--- src/rtl/lsu_pipe.sv ---
module lsu_pipe #(
  parameter int NREG = 32,
  parameter int RW   = $clog2(NREG)
) (
  input  logic          clk,
  input  logic          rst_n,
  input  logic          cmd_valid,
  output logic          cmd_ready,
  input  logic          cmd_store,
  input  logic [1:0]    cmd_size,
  input  logic          cmd_signed,
  input  logic          cmd_zero_base,
  input  logic          cmd_use_imm,
  input  logic [15:0]   cmd_imm,
  input  logic [31:0]   cmd_rs1_val,
  input  logic [31:0]   cmd_rs2_val,
  input  logic [31:0]   cmd_st_data,
  input  logic [31:0]   cmd_st_data_hi,
  input  logic [RW-1:0] cmd_rd,
  input  logic [RW-1:0] chk_src_a,
  input  logic [RW-1:0] chk_src_b,
  input  logic [RW-1:0] chk_dst,
  output logic          dep_stall,
  output logic          bus_req,
  output logic          bus_we,
  output logic [31:0]   bus_addr,
  output logic [3:0]    bus_be,
  output logic [31:0]   bus_wdata,
  input  logic [31:0]   bus_rdata,
  output logic          wb_valid,
  output logic [RW-1:0] wb_rd,
  output logic [31:0]   wb_data
);

  logic          a_valid, a_store, a_signed, a_second;
  logic [1:0]    a_size;
  logic [31:0]   a_addr, a_wdata, a_wdata_hi;
  logic [RW-1:0] a_rd;

  logic          b_valid, b_signed;
  logic [1:0]    b_size, b_off;
  logic [RW-1:0] b_rd;

  logic [NREG-1:0] sb, sb_set, sb_clr;

  wire        a_dword = (a_size == 2'd3);
  wire        hold    = a_valid && a_dword && !a_second;
  wire        accept  = cmd_valid && cmd_ready;
  wire [31:0] base    = cmd_zero_base ? 32'd0 : cmd_rs1_val;
  wire [31:0] offs    = cmd_use_imm ? {{16{cmd_imm[15]}}, cmd_imm} : cmd_rs2_val;
  wire [1:0]  off     = a_addr[1:0];

  assign cmd_ready = !hold;

  always_ff @(posedge clk) begin
    if (!rst_n) begin
      a_valid  <= 1'b0;
      a_second <= 1'b0;
    end else if (hold) begin
      a_second <= 1'b1;
    end else begin
      a_valid  <= accept;
      a_second <= 1'b0;
    end
  end

  always_ff @(posedge clk) begin
    if (hold) begin
      a_addr  <= a_addr + 32'd4;
      a_rd    <= a_rd + 1'b1;
      a_wdata <= a_wdata_hi;
    end else if (accept) begin
      a_store    <= cmd_store;
      a_size     <= cmd_size;
      a_signed   <= cmd_signed;
      a_addr     <= base + offs;
      a_rd       <= cmd_rd;
      a_wdata    <= cmd_st_data;
      a_wdata_hi <= cmd_st_data_hi;
    end
  end

  assign bus_req  = a_valid;
  assign bus_we   = a_store;
  assign bus_addr = {a_addr[31:2], 2'b00};

  always_comb begin
    case (a_size)
      2'd0:    begin bus_be = 4'b1000 >> off;                  bus_wdata = {4{a_wdata[7:0]}};  end
      2'd1:    begin bus_be = off[1] ? 4'b0011 : 4'b1100;      bus_wdata = {2{a_wdata[15:0]}}; end
      default: begin bus_be = 4'b1111;                         bus_wdata = a_wdata;            end
    endcase
  end

  always_ff @(posedge clk) begin
    if (!rst_n) b_valid <= 1'b0;
    else        b_valid <= a_valid && !a_store;
    b_size   <= a_size;
    b_signed <= a_signed;
    b_off    <= off;
    b_rd     <= a_rd;
  end

  wire [31:0] lane_sh = bus_rdata << {b_off, 3'b000};
  wire [15:0] half    = b_off[1] ? bus_rdata[15:0] : bus_rdata[31:16];

  assign wb_valid = b_valid;
  assign wb_rd    = b_rd;

  always_comb begin
    case (b_size)
      2'd0:    wb_data = {24'd0, lane_sh[31:24]};
      2'd1:    wb_data = {{16{b_signed & half[15]}}, half};
      default: wb_data = bus_rdata;
    endcase
  end

  always_comb begin
    sb_set = '0;
    sb_clr = '0;
    if (accept && !cmd_store) begin
      sb_set[cmd_rd] = 1'b1;
      if (cmd_size == 2'd3) sb_set[cmd_rd + 1'b1] = 1'b1;
    end
    if (b_valid) sb_clr[b_rd] = 1'b1;
  end

  always_ff @(posedge clk) begin
    if (!rst_n) sb <= '0;
    else        sb <= (sb & ~sb_clr) | sb_set;
  end

  assign dep_stall = sb[chk_src_a] | sb[chk_src_b] | sb[chk_dst];

  a_r4_beat_addr: assert property (@(posedge clk) disable iff (!rst_n)
    (bus_req && a_dword && !a_second) |=> (bus_req && bus_addr == $past(bus_addr) + 32'd4));
  a_r4_ready_back: assert property (@(posedge clk) disable iff (!rst_n)
    !cmd_ready |=> cmd_ready);
  a_r3_load_wb: assert property (@(posedge clk) disable iff (!rst_n)
    (bus_req && !bus_we) |=> wb_valid);
  a_r8_store_no_wb: assert property (@(posedge clk) disable iff (!rst_n)
    (bus_req && bus_we) |=> !wb_valid);
  a_r8_byte_lane: assert property (@(posedge clk) disable iff (!rst_n)
    (bus_req && a_size == 2'd0) |-> $countones(bus_be) == 1);
  a_r10_pending: assert property (@(posedge clk) disable iff (!rst_n)
    (accept && !cmd_store) |=> sb[$past(cmd_rd)]);

endmodule

--- config.mk ---
export PLATFORM = sky130hd
export DESIGN_NAME = lsu_pipe
export DESIGN_NICKNAME = d
export VERILOG_FILES = /design/src/rtl/lsu_pipe.sv
export SDC_FILE = /design/constraint.sdc
export NUM_CORES = 1
export LEC_CHECK = 0
export BUFFER_PORTS_ARGS = -buffer_cell sky130_fd_sc_hd__buf_2
export CAP_MARGIN = 20
export CORE_ASPECT_RATIO = 1.4
export CORE_MARGIN = 2
export CORE_UTILIZATION = 53
export CTS_CLUSTER_DIAMETER = 200
export DETAILED_ROUTE_END_ITERATION = 10
export HOLD_SLACK_MARGIN = 0.15
export PLACE_DENSITY = 0.82
export SLEW_MARGIN = 20
export SYNTH_ARGS = -nofsm -noshare
export SYNTH_HDL_FRONTEND = slang
export SYNTH_SLANG_ARGS = --single-unit
--- constraint.sdc ---
create_clock -name clk -period 4.76 [get_ports clk]
set_clock_uncertainty 0.15 [all_clocks]
set_input_delay 0.476 -clock clk [delete_from_list [all_inputs] [get_ports clk]]
set_output_delay 0.476 -clock clk [all_outputs]
set_load 0.01 [all_outputs]
# Word level (Yosys, flattened, before mapping)
# Index checks and enable logic that the tools add are counted.
[totals] regBits=150 input_bits=205 out_inout_bits=110
[op_classes] add_sub_neg=4 n_lt_le_gt_ge=9 eq_ne=4 shift=2 mux=29 bitwise=8 reduce_logical=16
[op_table] cell="32-bit two-way mux" count=9
[op_table] cell="32-bit one-hot mux with 2 select lines" count=2
[op_table] cell="32-bit bitwise OR" count=2
[op_table] cell="5-bit by 6-bit < comparator with 1-bit output, second input constant" count=6
[op_table] cell="32-bit by 3-bit adder with 32-bit output, second input constant" count=1
[op_table] cell="32-bit adder" count=1
[op_table] cell="32-bit AND" count=1
[op_table] cell="32-bit NOT" count=1
[op_table] cell="32-bit by 5-bit left shift with 32-bit output" count=1
[op_table] cell="16-bit two-way mux" count=1
[op_table] cell="1-bit binary-select mux with 5-bit select" count=3
[op_table] cell="1-bit demux with 5-bit select" count=3
[op_table] cell="5-bit by 1-bit greater-or-equal comparator with 1-bit output, second input constant" count=3
[op_table] cell="5-bit by 1-bit adder with 5-bit output, second input constant" count=2
[op_table] cell="5-bit two-way mux" count=2
[op_table] cell="1-bit logical AND" count=8
[op_table] cell="4-bit one-hot mux with 2 select lines" count=1
[op_table] cell="1-bit two-way mux" count=7
[op_table] cell="2-bit by 1-bit == test with 1-bit output, second input constant" count=2
[op_table] cell="2-bit == test, second input constant" count=2
[op_table] cell="1-bit logical NOT" count=4
[op_table] cell="2-bit logical NOT" count=2
[op_table] cell="4-bit two-way mux" count=1
[op_table] cell="4-bit by 2-bit right shift with 4-bit output, first input constant" count=1
[op_table] cell="5 further kinds" count=6

# Longest topological paths before layout
[logic_depth] ltp_word=9 depth_mapped=13 depth_no_buf=11

# Worst setup path before layout
# No wires, ideal clock.
[synth_timing] kind="in2reg" startpoint="input port cmd_use_imm" endpoint="register a_addr[26], data pin" setup_ns=0.265 arrival_time_ns=3.068 required_time_ns=4.345 slack_ns=1.277 cell_stages=11 cell_sequence="clkbuf_1 > mux2_2 > fa_1 > a211oi_2 > o311a_1 > o31a_1 > o21ai_2 > a21o_4 > a221oi_2 > xor2_1 > o21ai_1"
[synth_between] elab_chain_cells=4
[synth_lines] element="from (decl)" line_no="13" source="input logic cmd_use_imm,"
[synth_lines] element="32-bit two-way mux" line_no="50" source="wire [31:0] offs = cmd_use_imm ? {{16{cmd_imm[15]}}, cmd_imm} : cmd_rs2_val;"
[synth_lines] element="32-bit adder" line_no="76" source="a_addr <= base + offs;"
[synth_lines] element="32-bit two-way mux" line_no="72" source="end else if (accept) begin"
[synth_lines] element="32-bit two-way mux" line_no="68" source="if (hold) begin"
[synth_lines] element="to (signal assigned)" line_no="69" source="a_addr <= a_addr + 32'd4;"
[synth_lines] element="to (signal assigned)" line_no="76"
[synth_lines] element="to (decl)" line_no="37" source="logic [31:0] a_addr, a_wdata, a_wdata_hi;"
# Every way passes these cells. The select of a mux whose other input is x is not followed.
# A chain may end at the register's enable or synchronous reset.

# Worst setup path after layout
[layout_timing] startpoint="input port cmd_use_imm" endpoint="register a_addr[29], data pin"
# Same word-level chain as after synthesis.

==> results.py <==
metrics = {
    "outcome": {
        "status": "finished, final reports clean",
    },
    "flow_run": {
        "max_cap_violations": 0,
    },
    "final_layout": {
        "drive_gt1_share_pct": 30.9,
        "areaGrowthSynthToFinish_pct": 21.8,
        "fin_area_mm2": 0.0129,
        "final_nets": 1645,
    },
    "global_routing": {
        "grt_start_max_net_pins": 69,
        "grt_pass1_wl_mm": 48.0,
        "grt_usage_pct": 29.6,
        "grt_pass1_vias": 9340,
        "antenna_found_initial": 7,
        "overflow": 0,
    },
    "yosys": {
        "syn_avg_cell_area_um2": 9.30,
        "yosysMostFrequentCell": "nand2_1",
        "ys_seq_elements": 150,
        "synth_top_family_by_area": "simple AND/OR/NAND/NOR gates",
        "synth_largest_area_cell": "edfxtp_1",
        "synthesis.area_mm2": 0.0106,
        "synth_xor_area_share_pct": 4.64,
        "yosys-top-cells-area": "edfxtp_1, dfxtp_1, nand2_1, mux4_2, o21ai_0",
        "synth.area.mux_share_pct": 11.8,
        "synth_adder_area_share_pct": 4.10,
        "synth_top_area_share_pct": 29.8,
        "synth-seq-area-share_pct": 38.4,
        "yosys_warnings": 0,
        "ys.flop_type": "edfxtp_1",
        "synth_common_cells": "nand2_1, edfxtp_1, o21ai_0",
        "ys_async_sr_fraction_pct": 0,
        "synth_edf_count": 105,
        "syn-instance-count": 1136,
        "synth_compound_area_share_pct": 16.9,
        "synth_simple_gate_area_share_pct": 18.0,
        "post_synth_num_cell_types": 74,
    },
    "clock_network": {
        "clockRootBuffer": "clkbuf_16",
        "cts_tree": "built",
        "cts_sinks": 150,
        "cts.repair.resized": 0,
        "cts_setup_buffers": 0,
        "clk_latency_ns": 0.42,
        "h-tree-depth": 4,
        "clk_path_buf_depth": 2,
        "path_clk_slew_ns": 0.06,
        "cts_buffers": 17,
    },
    "setup_path": {
        "r2r_slack_ns": 1.71,
        "critical_path.startpoint_type": "primary input",
        "r2r-start": "a_size[0]",
        "reg2reg_to": "sb[29]",
        "worst_r2r_path_depth": 7,
        "crit_type": "primary input to flip-flop",
        "arrival_ns": 3.52,
        "cp.required_ns": 4.84,
        "critPathLaunch": "cmd_use_imm",
        "cp_max_fo": 22,
        "worstSetupEndpointType": "flip-flop",
    },
    "timing": {
        "max_freq_ghz": 0.290,
        "worst_slack_ns": 1.32,
        "min_period_ns": 3.44,
        "hold_slack_ns": 0.172,
        "slew_headroom_pct": 35.4,
        "setup_viol": 0,
        "worstMarginPinSlew_ns": 0.967,
        "tns_ns": 0,
        "fin_crit_sh_pct": 72.3,
        "rsz0062_at_grt": "false",
        "maxSlewViolCount": 0,
        "hold_violations": 0,
    },
    "worst_hold_path": {
        "hold_end": "a_size[0]",
        "holdPathStages": 1,
        "hold_start": "cmd_size[0]",
        "hold_class": "primary input to flip-flop",
    },
    "power_and_ir_drop": {
        "clockPowerShare_pct": 33.5,
        "p_leak_nw": 5.65,
        "ir_worst_vdd_mv": 0.239,
        "power_switching_mw": 1.15,
        "power-per-cell-area_mw_per_mm2": 296,
        "p_int_mw": 2.66,
        "pwr-share-comb_pct": 24.1,
        "power.total_mw": 3.81,
        "switching_share_pct": 30.3,
        "power.share.sequential_pct": 42.4,
    },
    "place": {
        "io_buffers": 312,
        "gp_congestion": 0.933,
        "postPlaceCellArea_mm2": 0.0119,
        "dp_slack_ns": 0.921,
        "dp_hpwl_mm": 23.3,
    },
    "drt": {
        "dr_total_vias": 9538,
        "wl_per_cell_um": 18.4,
        "dr.pass1.iters": 5,
        "wirelength_mm": 30.8,
        "vias_per_cell": 5.69,
        "drc": 0,
        "ant_nets": 0,
        "drt_first_iter_violations": 734,
    },
    "floorplan": {
        "fp.dieH_um": 171,
        "start_util_pct": 53.6,
        "die_w_um": 123,
        "ios": 315,
        "rows": 61,
        "die-area_mm2": 0.0211,
        "core_mm2": 0.0197,
    },
}
==> worst max path at each step <==
stage                            end  depth (start not counted)  slack [ns]
after floorplan           a_addr[26]                         11        1.28
after global placement    a_addr[26]                         12        0.95
after detailed placement  a_addr[26]                         12        0.92
after CTS                 a_addr[26]                         12        1.37
after global routing      a_addr[29]                         13        1.13
final                     a_addr[29]                         13        1.32
==> sequential cells by signal (all words and copies together), names as in the netlist <==
name	count
a_wdata	32
bus_we	1
bus_req	1
b_size	2
b_off	2
b_signed	1
a_signed	1
a_wdata_hi	32
wb_rd	5
sb	32
a_rd	5
wb_valid	1
a_size	2
a_addr	32
a_second	1
==> cells in the final DEF, fill, tap and decap left out, types with 5 or more instances in the layout <==
cell,count
a21boi_0,30
and2_1,9
nand3_1,39
a21o_1,38
nor3_1,9
mux4_2,30
nand2_1,208
edfxtp_1,105
and3_1,11
mux2_2,37
mux2i_1,15
xnor2_1,28
buf_2,312
ha_1,33
diode_2,5
nand4_1,9
o21ai_1,6
a22o_1,5
nor2b_1,38
nor2_1,52
o21ai_0,100
a22oi_1,6
dlygate4sd3_1,35
xor2_1,28
clkbuf_16,17
inv_1,27
dfxtp_1,45
o21bai_1,6
buf_4,5
nand3b_1,5
a21oi_1,40
nand2b_1,8
==> area by class of cell <==
| cell class | count | area (µm²) |
|---|---|---|
| repair buffers | 352 | 1950 |
| multi-input cells | 857 | 5870 |
| flip-flops and latches | 150 | 4050 |
| clock inverters | 13 | 125 |
| fillers | 1588 | 6830 |
| well taps | 252 | 315 |
| clock buffers | 19 | 433 |
| diodes | 5 | 12.5 |
| inverters | 28 | 105 |
==> power by group through the flow <==
stage / Combinational [mW] / Clock [mW] / Sequential [mW]
final: 0.918 / 1.28 / 1.62
after global routing: 1.01 / 1.35 / 1.63
after CTS: 0.910 / 1.30 / 1.62
after detailed placement: 0.880 / 0 / 1.64
after global placement: 0.868 / 0 / 1.64
after floorplan: 0.640 / 0 / 1.61
==> cell families (layout without fill, tap and decap cells) <==
group,after synthesis,after routing
other,1,7
buffers and inverters,130,412
and+or+nand+nor,408,408
DFF,150,150
xor gates and xnor gates,56,56
AOI/OAI and AO/OA,275,275
adders and majority gates,34,34
muxes,82,82
==> critical path: stages <==
cell      delay (ns)
buf_2           0.27
buf_4           0.29
nand2_1         0.31
o21ai_0         0.18
ha_1            0.32
a21oi_1         0.23
o21ai_1         0.13
a211o_1         0.31
a31oi_1         0.22
o221ai_1        0.15
a21oi_2         0.24
o221ai_1        0.14
a221oi_1        0.23
==> metal layers <==
layer	vias to the layer above	part of all wire, %	global-route usage, %
met5	-	0.042	1.25
met4	2	4.8	14.3
met3	89	8.4	9.93
met2	473	51	52.4
met1	4393	35	30.7
li1	4581	-	-
==> through the flow <==
step / instances / utilization, %
5_1_grt: 1675 / 65.3
3_5_place_dp: 1604 / 60.7
6_report: 1676 / 65.3
3_3_place_gp: 1604 / 60.7
2_1_floorplan: 1137 / -
4_1_cts: 1671 / 65.3
==> what timing repair did <==
item | in CTS | in global routing
hold buffers | 35 | 0
hold endpoints to repair | 35 | 0
endpoints found under the setup margin | 0 | 0
No activity file was read; power rests on OpenSTA's default activity.
